`config.mk`:
```
export PLATFORM = sky130hd
export DESIGN_NAME = isa_slave_decoder
export DESIGN_NICKNAME = d
export VERILOG_FILES = /design/src/rtl/isa_dec_pkg.sv /design/src/rtl/isa_cmd_sync.sv /design/src/rtl/isa_window_match.sv /design/src/rtl/isa_slave_decoder.sv
export SDC_FILE = /design/constraint.sdc
export NUM_CORES = 1
export LEC_CHECK = 0
export ABC_AREA = 1
export BUFFER_PORTS_ARGS = -buffer_cell sky130_fd_sc_hd__buf_2
export CAP_MARGIN = 25
export CORE_UTILIZATION = 32
export CTS_BUF_LIST = sky130_fd_sc_hd__clkbuf_4 sky130_fd_sc_hd__clkbuf_8 sky130_fd_sc_hd__clkbuf_16
export DETAILED_ROUTE_END_ITERATION = 7
export GPL_TIMING_DRIVEN = 0
export PLACE_DENSITY_LB_ADDON = 0.05
export SYNTH_ARGS = -nofsm -noshare
export SYNTH_HDL_FRONTEND = slang
export SYNTH_SLANG_ARGS = --single-unit
```
`constraint.sdc`:
```
create_clock -name clk -period 2.4 [get_ports clk]
set_input_delay 0.48 -clock clk [delete_from_list [all_inputs] [get_ports clk]]
set_output_delay 0.48 -clock clk [all_outputs]
set_load 0.01 [all_outputs]
```
`src/rtl/isa_dec_pkg.sv`:
```
package isa_dec_pkg;

    localparam int MEM_WIN_BITS = 12;
    localparam int OFF_W        = MEM_WIN_BITS - 1;
    localparam int NCMD         = 4;

    localparam int CMD_IOR  = 0;
    localparam int CMD_IOW  = 1;
    localparam int CMD_MEMR = 2;
    localparam int CMD_MEMW = 3;

    typedef struct packed {
        logic             rd_stb;
        logic             wr_stb;
        logic             is_mem;
        logic             byte_hi;
        logic [OFF_W-1:0] word_off;
        logic             oe;
        logic             oe_from_mem;
        logic [NCMD-1:0]  cmd_prev_n;
    } dec_state_t;

endpackage

```
`src/rtl/isa_cmd_sync.sv`:
```
module isa_cmd_sync #(
    parameter int WIDTH  = 4,
    parameter int STAGES = 2
) (
    input  logic             clk,
    input  logic             rst_n,
    input  logic [WIDTH-1:0] raw_n,
    output logic [WIDTH-1:0] sync_n
);

    logic [WIDTH-1:0] stage_q [STAGES];

    for (genvar g = 0; g < STAGES; g++) begin : g_stage
        if (g == 0) begin : g_first
            always_ff @(posedge clk or negedge rst_n) begin
                if (!rst_n) stage_q[g] <= '1;
                else        stage_q[g] <= raw_n;
            end
        end else begin : g_next
            always_ff @(posedge clk or negedge rst_n) begin
                if (!rst_n) stage_q[g] <= '1;
                else        stage_q[g] <= stage_q[g-1];
            end
        end
    end

    assign sync_n = stage_q[STAGES-1];

endmodule

```
`src/rtl/isa_window_match.sv`:
```
module isa_window_match #(
    parameter int SA_W        = 16,
    parameter int IO_WIN_BITS = 4,
    parameter int MEM_HI_W    = 12
) (
    input  logic [SA_W-1:0]             sa,
    input  logic [MEM_HI_W-1:0]         mem_hi,
    input  logic                        aen,
    input  logic [SA_W-IO_WIN_BITS-1:0] io_base,
    input  logic [MEM_HI_W-1:0]         mem_base,
    input  logic                        mem_en,
    output logic                        io_hit,
    output logic                        mem_hit
);

    assign io_hit  = !aen && (sa[SA_W-1:IO_WIN_BITS] == io_base);
    assign mem_hit = mem_en && (mem_hi == mem_base);

endmodule

```
`src/rtl/isa_slave_decoder.sv`:
```
module isa_slave_decoder
    import isa_dec_pkg::*;
#(
    parameter int SA_W        = 16,
    parameter int IO_WIN_BITS = 4,
    parameter int MEM_HI_W    = 12,
    parameter int SYNC_STAGES = 2
) (
    input  logic                        clk,
    input  logic                        rst_n,
    input  logic [SA_W-1:0]             sa,
    input  logic [MEM_HI_W-1:0]         mem_hi,
    input  logic                        aen,
    input  logic                        ior_n,
    input  logic                        iow_n,
    input  logic                        memr_n,
    input  logic                        memw_n,
    input  logic [SA_W-IO_WIN_BITS-1:0] io_base,
    input  logic [MEM_HI_W-1:0]         mem_base,
    input  logic                        mem_en,
    output logic                        rd_stb,
    output logic                        wr_stb,
    output logic                        acc_mem,
    output logic                        byte_hi,
    output logic [OFF_W-1:0]            word_off,
    output logic                        bus_oe
);

    localparam int IO_PAD = OFF_W - (IO_WIN_BITS - 1);

    logic [NCMD-1:0] raw_n;
    logic [NCMD-1:0] sync_n;
    logic            io_hit;
    logic            mem_hit;
    dec_state_t      st_d, st_q;

    assign raw_n[CMD_IOR]  = ior_n;
    assign raw_n[CMD_IOW]  = iow_n;
    assign raw_n[CMD_MEMR] = memr_n;
    assign raw_n[CMD_MEMW] = memw_n;

    isa_cmd_sync #(
        .WIDTH  (NCMD),
        .STAGES (SYNC_STAGES)
    ) i_sync (
        .clk    (clk),
        .rst_n  (rst_n),
        .raw_n  (raw_n),
        .sync_n (sync_n)
    );

    isa_window_match #(
        .SA_W        (SA_W),
        .IO_WIN_BITS (IO_WIN_BITS),
        .MEM_HI_W    (MEM_HI_W)
    ) i_match (
        .sa       (sa),
        .mem_hi   (mem_hi),
        .aen      (aen),
        .io_base  (io_base),
        .mem_base (mem_base),
        .mem_en   (mem_en),
        .io_hit   (io_hit),
        .mem_hit  (mem_hit)
    );

    always_comb begin
        logic [NCMD-1:0] fell;
        logic            take_ior, take_iow, take_mr, take_mw;
        logic            src_low;

        st_d = st_q;

        fell     = st_q.cmd_prev_n & ~sync_n;
        take_ior = fell[CMD_IOR] && io_hit;
        take_iow = fell[CMD_IOW] && io_hit && !take_ior;
        take_mr  = fell[CMD_MEMR] && mem_hit && !(take_ior || take_iow);
        take_mw  = fell[CMD_MEMW] && mem_hit && !(take_ior || take_iow || take_mr);

        st_d.rd_stb     = take_ior || take_mr;
        st_d.wr_stb     = take_iow || take_mw;
        st_d.cmd_prev_n = sync_n;

        if (take_ior || take_iow) begin
            st_d.is_mem   = 1'b0;
            st_d.byte_hi  = sa[0];
            st_d.word_off = {{IO_PAD{1'b0}}, sa[IO_WIN_BITS-1:1]};
        end else if (take_mr || take_mw) begin
            st_d.is_mem   = 1'b1;
            st_d.byte_hi  = sa[0];
            st_d.word_off = sa[MEM_WIN_BITS-1:1];
        end

        src_low = st_q.oe_from_mem ? !sync_n[CMD_MEMR] : !sync_n[CMD_IOR];
        if (take_ior || take_mr) begin
            st_d.oe          = 1'b1;
            st_d.oe_from_mem = take_mr;
        end else if (st_q.oe && !src_low) begin
            st_d.oe = 1'b0;
        end
    end

    always_ff @(posedge clk or negedge rst_n) begin
        if (!rst_n) begin
            st_q            <= '0;
            st_q.cmd_prev_n <= '1;
        end else begin
            st_q <= st_d;
        end
    end

    assign rd_stb   = st_q.rd_stb;
    assign wr_stb   = st_q.wr_stb;
    assign acc_mem  = st_q.is_mem;
    assign byte_hi  = st_q.byte_hi;
    assign word_off = st_q.word_off;
    assign bus_oe   = st_q.oe;

endmodule

```
**Word level (Yosys, flattened, before mapping)**

Index checks and enable logic that the tools add are counted.

- Equal/unequal tests: 2
- Muxes and demuxes: 5
- Bitwise logic cells: 2
- Reduce and logical (&&, ||, !) cells: 24

Operators by type and width:

| kind | count |
|---|---|
| $mux 13 | 2 |
| $eq 12x12->1 | 2 |
| $logic_and 1x1->1 | 10 |
| $logic_not 1->1 | 7 |
| $logic_or 1x1->1 | 5 |
| $and 4x4->4 | 1 |
| $not 4->4 | 1 |
| $reduce_bool 2->1 | 2 |
| $mux 1 | 3 |

- Flip-flop bits (word level): 29
- Output and inout bits: 16

**Longest topological paths before layout**

Gate-level depths: netlist of the first run.

- Depth after elaboration: 14
- Gate-level depth with buffers: 11

**By module**

A second synthesis of the first run with hierarchy kept.

- Cell total of the unflattened synthesis: 213
- Area total of the unflattened synthesis: 1640.3 um^2

Modules (own cells, without submodules):

| module | instances | cells an instance | area an instance (um^2) | sequential area each (um^2) |
|---|---|---|---|---|
| isa_slave_decoder | 1 | 98 | 958.4 | 530.5 |
| isa_window_match | 1 | 103 | 441.7 | 0.0 |
| isa_cmd_sync | 1 | 12 | 240.2 | 210.2 |

**Least setup slack after synthesis of the first run**

OpenSTA, ideal clock, no wires.

- Path type: input-to-reg
- Start: in sa[4]
- End: reg st_q, in the netlist word_off[10]
- Setup time: 0.117 ns
- Arrival time: 1.345 ns
- Slack: 0.938 ns
- Cell stages on the path: 10
- Buffers on the path: 1
- Path through: inv_1 nand2_1 nand2_1 nor2_1 nand2_1 nor2_4 o211ai_4 buf_4 nand4_1 nand2_1

- Longest elaborated chain between the ends: 13
- Elaborated cells between the ends (all ways): 15

RTL lines:

| what | line | text |
|---|---|---|
| start: declaration | isa_slave_decoder.sv:11 | `input logic [SA_W-1:0] sa,` |
| $eq 12x12->1 (*) | isa_window_match.sv:16 | `assign io_hit = !aen && (sa[SA_W-1:IO_WIN_BITS] == io_base);` |
| $logic_and 1x1->1 (*) | isa_window_match.sv:16 |  |
| $logic_and 1x1->1 | isa_slave_decoder.sv:75 | `take_ior = fell[CMD_IOR] && io_hit;` |
| $logic_not 1->1 | isa_slave_decoder.sv:76 | `take_iow = fell[CMD_IOW] && io_hit && !take_ior;` |
| $logic_and 1x1->1 | isa_slave_decoder.sv:76 |  |
| $logic_or 1x1->1 (*) | isa_slave_decoder.sv:77, isa_slave_decoder.sv:78, isa_slave_decoder.sv:84 |  |
| $logic_not 1->1 | isa_slave_decoder.sv:77 | `take_mr = fell[CMD_MEMR] && mem_hit && !(take_ior \|\| take_iow);` |
| $logic_and 1x1->1 | isa_slave_decoder.sv:77 |  |
| $logic_or 1x1->1 | isa_slave_decoder.sv:78 | `take_mw = fell[CMD_MEMW] && mem_hit && !(take_ior \|\| take_iow \|\| take_mr);` |
| $logic_not 1->1 | isa_slave_decoder.sv:78 |  |
| $logic_and 1x1->1 | isa_slave_decoder.sv:78 |  |
| $logic_or 1x1->1 | isa_slave_decoder.sv:88 | `end else if (take_mr \|\| take_mw) begin` |
| $reduce_bool 2->1 (no line) | - |  |
| end signal: assignment | isa_slave_decoder.sv:108 | `st_q <= st_d;` |
| end: declaration | isa_slave_decoder.sv:35 | `dec_state_t st_d, st_q;` |

Every way passes the cells marked *; elsewhere a longest branch is shown, timed or not.
A chain may end at the register's enable or synchronous reset.

**Final worst setup path of the first run**

- Start: reg st_q[0] (netlist bit)
- End: reg st_q, in the netlist word_off[5]

- Longest elaborated chain between the ends: 12
- Elaborated cells between the ends (all ways): 13

RTL lines:

| what | line | text |
|---|---|---|
| $and 4x4->4 (*) | isa_slave_decoder.sv:74 | `fell = st_q.cmd_prev_n & ~sync_n;` |
| $logic_and 1x1->1 (*) | isa_slave_decoder.sv:75 |  |
| $logic_not 1->1 | isa_slave_decoder.sv:76 |  |
| $logic_and 1x1->1 | isa_slave_decoder.sv:76 |  |
| $logic_or 1x1->1 (*) | isa_slave_decoder.sv:77, isa_slave_decoder.sv:78, isa_slave_decoder.sv:84 |  |
| $logic_not 1->1 | isa_slave_decoder.sv:77 |  |
| $logic_and 1x1->1 | isa_slave_decoder.sv:77 |  |
| $logic_or 1x1->1 | isa_slave_decoder.sv:78 |  |
| $logic_not 1->1 | isa_slave_decoder.sv:78 |  |
| $logic_and 1x1->1 | isa_slave_decoder.sv:78 |  |
| $logic_or 1x1->1 | isa_slave_decoder.sv:88 |  |
| $reduce_bool 2->1 (no line) | - |  |

Marks and branches as above.

==> summary.md, run 1 <==
| Metric | Value |
|---|---|
| Outcome | finished clean |
| Sequential cell area | 740.7 µm² |
| Core area | 5507 µm² |
| Synth area leaders | dfrtp_1 23%, nand2_1 19%, dfstp_2 17% |
| Worst path arrival time | 1670 ps |
| Crit-path max FO | 9 |
| Final Setup Violations | 0 |
| Root Driver | clkbuf_8 |
| R2R depth | 7 |
| Cell area after synthesis | 1838 µm² |
| Area of the multi-input gates | 812.0 µm² |
| Critical-path cell list | inv_1, nor2_1, nand3_4, nand2_4, nor2_1, nand2_1, nand2_1 |
| PostCTS Resize Cnt | 0 |
| Area share of the largest cell type after synthesis | 0.2314 |
| Pin count of the biggest net entering global routing | 30 |
| I/O Buffers | 75 |
| Hold Buf Count CTS | 0 |
| CTS buffer count | 5 |
| CTS tree | done |
| Max Cap Viol | 0 |
| CTS H-tree lvls | 2 |
| Final GP Congestion | 0.7143 |
| Slowest stage delay, CP | 510 ps |
| Inserted Diodes | 0 |
| DR vias/cell | 4.078 |
| Hold crit path type | in -> async |
| Mean post-synth cell area | 7.180 µm² |
| NumNets Final | 398 |
| Initial Util | 0.3338 |
| Unrepaired setup endpoints after global routing | no |
| Row Count | 27 |
| Worst path bufs/invs | 1 |
| Setup Fix Bufs, Post-CTS | 0 |
| Final TNS setup | 0 ps |
| Antenna Nets Post-Route | 0 |
| Layout cells sized above 1 | 0.3628 |
| Setup crit end | word_off[5]$_DFFE_PN0P_ |
| Fillers | 585 |
| Worst setup path startpoint | st_q[0]$_DFF_PN1_ |
| Worst-skew pair later-pin latency | 270 ps |
| Dpl hpwl | 3123 µm |
| Layout area overhead | 30.84% |
| Yosys warns | 0 |
| Die Ht | 77.79 µm |
| Slew HR | 0.5946 |
| Slew @ Worst Pin | 608.1 ps |
| Inst Count DP | 403 |
| CP Class | reg -> reg |
| Syn nets | 316 |
| Max Buffers Root-to-Sink | 2 |
| Worst vdd ir | 369.8 µV |
| Sequential-to-total area share from yosys stat | 0.4030 |
| Leakage power | 0.001488 µW |
| Synthesized flop and latch total | 29 |
| Post-synth EDFFs | 0 |
| Tot Pwr | 1106 µW |
| Global-route wire length before repair | 6513 µm |
| Residual DRC | 0 |
| Die ar. | 6051 µm² |
| Vias | 1676 |
| Largest area contributor in the netlist | dfrtp_1 |
| Vias in the first global route | 1625 |
| GRT overflow | 0 |
| Slew Limit Fails | 0 |
| DRT Pass-1 Iters | 4 |
| CP max-delay cell | dfstp_2 |
| Final Hold Vio Count | 0 |
| CP top delay family | simple AND/OR/NAND/NOR gates |
| Dominant synthesized flop cell | dfrtp_1 |
| Mapped Cells | 256 |
| Drt total wl | 3878 µm |
| Final Cycle Share | 0.6318 |
| Reg2reg setup slack | 880 ps |
| Fmax | 659.5 MHz |
| Fin cells | 411 |
| Reg2reg end | word_off[5]$_DFFE_PN0P_ |
| Crit path depth | 7 |
| Aggregate global-route resource usage | 0.1351 |
| Ports | 76 |
| Worst Path Required | 2560 ps |
| Number of library cell types mapped by synthesis | 23 |
| Drt wl/cell | 9.436 µm |
| Clock slew at reported path FFs | 60 ps |
| Worst r2r src | st_q[0]$_DFF_PN1_ |
| CP startpoint kind | flip-flop |
| Clock Skew | 5.740 ps |
| Pwr/cell area | 459.9 nW/µm² |
| Initial DRC count | 42 |
| Clock Sinks | 29 |
| Crit path time final | 1516 ps |
| Final core utilization | 0.4367 |
| Die span in x | 77.79 µm |
| Initial antenna violation count | 0 |
| Post-synth ARST share | 1.000 |
| Setup crit end kind | flip-flop |
## power by group
group | leakage (µW) | total, µW | switching, µW | internal (µW)
sequential | 0.000358 | 517 | 5.61 | 511
combinational | 0.00108 | 166 | 88.8 | 76.7
clock | 0.0000542 | 424 | 166 | 258
total | 0.00149 | 1110 | 260 | 846
## stage by stage
step                      hold WS (ps)  worst slack [ps]  area (µm²)
after floorplan                  184.4             937.8        1838
after global placement           346.2             634.8        2303
after detailed placement         347.2             623.4        2303
after CTS                        235.7             859.4        2405
after global routing             257.5             690.0        2405
final                            215.8             883.7        2405
## worst register-to-register path, delay by kind of cell (launching register included)
kind / cells / cell delay, ps
flip-flops: 1 / 510
buffers and inverters: 1 / 30
AND/OR/NAND/NOR: 6 / 880
## sequential cells by signal (all words and copies together) (netlist names)
signal          flops
word_off           11
st_q                5
i_sync.stage_q      4
i_sync.sync_n       4
acc_mem             1
bus_oe              1
byte_hi             1
rd_stb              1
wr_stb              1
## area by class of cell
| class | count | share of cell area |
|---|---|---|
| Inverter | 46 | 0.07180 |
| Sequential cell | 29 | 0.3080 |
| Tap cell | 72 | 0.03746 |
| Multi-Input combinational cell | 167 | 0.3377 |
| Clock inverter | 1 | 0.002081 |
| Timing Repair Buffer | 75 | 0.1561 |
| Buffer | 14 | 0.04683 |
| Clock buffer | 7 | 0.04006 |
## placed cells by master, fill, tap and decap left out, drive strengths merged
| cell | netlist | layout |
|---|---|---|
| xnor2 | 5 | 5 |
| o22ai | 1 | 1 |
| dfrtp | 17 | 17 |
| a31oi | 1 | 1 |
| clkbuf | 0 | 7 |
| nand4 | 14 | 14 |
| o211ai | 2 | 2 |
| buf | 14 | 89 |
| o21ai | 3 | 3 |
| nand2 | 96 | 96 |
| nand3b | 2 | 2 |
| inv | 46 | 46 |
| nor2 | 36 | 36 |
| nand3 | 7 | 7 |
| clkinv | 0 | 1 |
| dfstp | 12 | 12 |
## metal layers
layer  share of wire  global-route usage  vias to the layer above
li1                -                   -                      924
met1            0.47              0.1634                      704
met2            0.45              0.2310                       42
met3           0.062             0.03176                        6
met4           0.015             0.05094                        0
met5               0                   0                        -
## cells by family after synthesis
logic type | count (synthesis) | share of synthesized area
compound gates | 7 | 0.04220
xor+xnor | 5 | 0.02382
buf+inv | 60 | 0.1552
flops | 29 | 0.4030
simple gates | 155 | 0.3758
## synthesized netlist by cell type, types with 4 or more instances
| cell type | number |
|---|---|
| dfstp_2 | 12 |
| xnor2_1 | 5 |
| inv_1 | 44 |
| dfrtp_1 | 17 |
| buf_4 | 12 |
| nand3_2 | 4 |
| nand2_1 | 95 |
| nand4_1 | 14 |
| nor2_1 | 33 |
## worst min-delay path by stage
stage | startpoint | end
6_report | rst_n | bus_oe$_DFFE_PN0P_
5_1_grt | rst_n | rd_stb$_DFF_PN0_
4_1_cts | rst_n | rd_stb$_DFF_PN0_
3_5_place_dp | i_sync.stage_q[6]$_DFF_PN1_ | i_sync.sync_n[2]$_DFF_PN1_
3_3_place_gp | i_sync.stage_q[6]$_DFF_PN1_ | i_sync.sync_n[2]$_DFF_PN1_
2_1_floorplan | rst_n | acc_mem$_DFFE_PN0P_
Power figures use the tool's default switching activity.
==> inputs of run 2 (changes only) <==
Settings changed: ABC_AREA 1 to 0.
Clock period 2.4 ns to 1.4 ns, I/O delays scaled along.
==> run 2 against run 1 <==
Against the previous run:
- the run now ends with design-rule violations, negative setup slack left
- area after synthesis is 18% lower
- combinational power grew 49%
- final area shrank 11%
- final cell count shrank 36%
- first-iteration DRC count fell by 4.8%
- global-route usage rose by 0.24 points
- critical path type unchanged
- critical endpoint is now word_off[2]$_DFFE_PN0P_
- largest cell class is now flip-flops and latches
==> summary.md, run 2 <==
| Metric | Value |
|---|---|
| Max Buffers Root-to-Sink | 2 (unchanged) |
| Max Cap Viol | 0 (unchanged) |
| CTS tree | done |
| I/O Buffers | 75 (unchanged) |
| Worst vdd ir | 806.1 µV (+120%) |
| Initial Util | 0.3395 (+0.005739) |
| Pin count of the biggest net entering global routing | 30 (unchanged) |
| Aggregate global-route resource usage | 0.1375 (+0.002416) |
| Final Cycle Share | 1.287 (+0.6551) |
| Worst r2r src | st_q[2]$_DFF_PN1_ |
| Global-route wire length before repair | 5202 µm (-20%) |
| Worst setup path startpoint | st_q[2]$_DFF_PN1_ |
| Fin cells | 261 (-36%) |
| Setup crit end kind | flip-flop |
| Clock Sinks | 29 (unchanged) |
| Cell area after synthesis | 1509 µm² (-18%) |
| Post-synth ARST share | 1.000 (unchanged) |
| CTS H-tree lvls | 2 (unchanged) |
| DR vias/cell | 4.498 (+10%) |
| Inst Count DP | 250 (-38%) |
| Core area | 4444 µm² (-19%) |
| Number of library cell types mapped by synthesis | 30 (+30%) |
| Wire length on met3 | 224 µm (-6.7%) |
| Fmax | 555.1 MHz (-16%) |
| Antenna Nets Post-Route | 0 (unchanged) |
| Root Driver | clkbuf_8 |
| Worst path arrival time | 1960 ps (+290 ps) |
| GRT overflow | 0 (unchanged) |
| Crit path time final | 1802 ps (+285.3 ps) |
| Die span in x | 70.67 µm (-9.1%) |
| Vias in the first global route | 1150 (-29%) |
| Mapped Cells | 123 (-52%) |
| Yosys warns | 0 (unchanged) |
| Initial antenna violation count | 0 (unchanged) |
| WL met1 | 1335 µm (-26%) |
| Die Ht | 70.67 µm (-9.1%) |
| Syn nets | 183 (-42%) |
| Post-synth EDFFs | 0 (unchanged) |
| Die ar. | 4994 µm² (-17%) |
| Synth cell count leaders | 17 x dfrtp_1, 12 x dfstp_2, 12 x xor2_1, 11 x buf_4, 10 x nor2_1 |
| Hold crit path type | in -> async |
| Dpl hpwl | 2465 µm (-21%) |
| Largest area contributor in the netlist | dfrtp_1 |
| Routed wl met2 | 1650 µm (-6.4%) |
| Crit-path max FO | 4 (-5) |
| Residual DRC | 14 (+14) |
| Worst-skew pair later-pin latency | 280 ps (about the same) |
| Setup WS post-layout | -401.6 ps (-1285 ps) |
| Violated checks | design-rule violations, negative setup slack |
| Layout area overhead | 42.29% |
| Synthesized flop and latch total | 29 (unchanged) |
| CTS buffer count | 5 (unchanged) |
| CP startpoint kind | flip-flop |
| Area share of the largest cell type after synthesis | 0.2819 (+0.05047) |
| Largest register FFs | 11 (unchanged) |
| Unrepaired setup endpoints after global routing | yes |
| NumNets Final | 268 (-33%) |
| Vias | 1174 (-30%) |
| Most frequent cell after synthesis | dfrtp_1 |
| Most common cell after layout, fill and taps aside | buf_2 |
| Reg2reg setup slack | -400 ps (-1290 ps) |
| CP Class | reg -> reg |
| Dominant synthesized flop cell | dfrtp_1 |
| Most frequent cells in the layout | 75 x buf_2, 17 x dfrtp_1, 13 x buf_4 |
| Slew Limit Fails | 0 (unchanged) |
| Initial DRC count | 40 (-4.8%) |
| Final TNS setup | -4512 ps (-4512 ps) |
| Slew HR | 0.5854 (-0.009179) |
| Slew @ Worst Pin | 621.9 ps (+13.77 ps) |
| Final Setup Violations | 13 (+13) |
| Setup crit end | word_off[2]$_DFFE_PN0P_ |
| Inserted Diodes | 0 (unchanged) |
| Final GP Congestion | 0.7768 (+8.7%) |
| Outcome | finished, violations left |
| Drt wl/cell | 12.41 µm (+32%) |
| Ports | 76 (unchanged) |
| Layout cells sized above 1 | 0.6220 (+0.2592) |
| Highest routing layer actually used | met4 |
| Row Count | 24 (-11%) |
| Mean post-synth cell area | 12.27 µm² (+71%) |
| Clock Skew | 7.522 ps (+1.781 ps) |
| Leakage power | 0.001144 µW (-23%) |
| Sequential-to-total area share from yosys stat | 0.4909 (+0.08788) |
| Synth area leaders | dfrtp_1 28%, dfstp_2 21%, xor2_1 7.0% |
| Drt total wl | 3239 µm (-16%) |
| Reg2reg end | word_off[2]$_DFFE_PN0P_ |
| Worst Path Required | 1560 ps (-1000 ps) |
| Pwr/cell area | 929.3 nW/µm² (+100%) |
| Hold Buf Count CTS | 0 (unchanged) |
| DRT Pass-1 Iters | 6 (+2) |
| Final Hold Vio Count | 0 (unchanged) |
| R2R depth | 5 (-2) |
| Clock slew at reported path FFs | 70 ps (about the same) |
==> run 2: through the flow <==
stage | instance area, µm² | total power [µW] | worst slack, ps | utilization | hold WS (ps)
global route | 2147 | 2105 | -465.8 | 0.4831 | 60.60
floorplan | 1520 | 999.5 | -389.8 | - | -15.59
finish | 2147 | 1995 | -401.6 | 0.4831 | 10.73
detailed placement | 1961 | 1138 | -531.5 | 0.4412 | 343.1
global placement | 1961 | 1132 | -513.5 | 0.4412 | 334.1
CTS | 2122 | 2034 | -462.6 | 0.4775 | 32.44
==> run 2: area by class of cell <==
type / instances / area [µm²]
Multi-Input combinational cell: 81 / 709.4
Timing Repair Buffer: 79 / 430.4
Clock buffer: 5 / 68.82
Sequential cell: 29 / 740.7
Clock inverter: 3 / 46.29
Inverter: 1 / 3.754
Fill cell: 424 / 2297
Tap cell: 52 / 65.06
Buffer: 11 / 82.58
==> run 2: worst min path at each step <==
stage | startpoint | end | depth (start not counted)
detailed placement | rst_n | word_off[4]$_DFFE_PN0P_ | 1
finish | rst_n | word_off[4]$_DFFE_PN0P_ | 1
global route | rst_n | word_off[4]$_DFFE_PN0P_ | 1
CTS | rst_n | word_off[4]$_DFFE_PN0P_ | 1
global placement | rst_n | word_off[4]$_DFFE_PN0P_ | 1
floorplan | rst_n | acc_mem$_DFFE_PN0P_ | 0
==> run 2: timing repair <==
action	CTS	global route
resized for setup	4	4
pin swaps	1	5
endpoints found under the setup margin	14	17
setup buffers	2	2
gates cloned	0	0
==> run 2: logic make-up after synthesis <==
kind of cell,after synthesis,synth area share
simple gates,36,0.1426
flops,29,0.4909
xor+xnor,24,0.1642
mux,13,0.09951
buf+inv,13,0.06467
compound gates,8,0.03814
==> run 2: per-layer routing <==
| metal | up-vias | track usage |
|---|---|---|
| met4 | 0 | 0.08000 |
| met2 | 42 | 0.2330 |
| met1 | 543 | 0.1577 |
| met3 | 2 | 0.03561 |
| met5 | - | 0 |
| li1 | 587 | - |
==> run 2: critical path: stages (launching register included) <==
cell and delay, ps:
dfstp_2 520, nor2b_4 130, o211ai_1 100, or4_4 510, nand2_8 130, mux2_4 290
==> run 2: where the power goes <==
| group | internal, µW | total [µW] | switching, µW |
|---|---|---|---|
| combinational | 127 | 248 | 120 |
| clock | 532 | 868 | 336 |
| sequential | 871 | 880 | 8.48 |
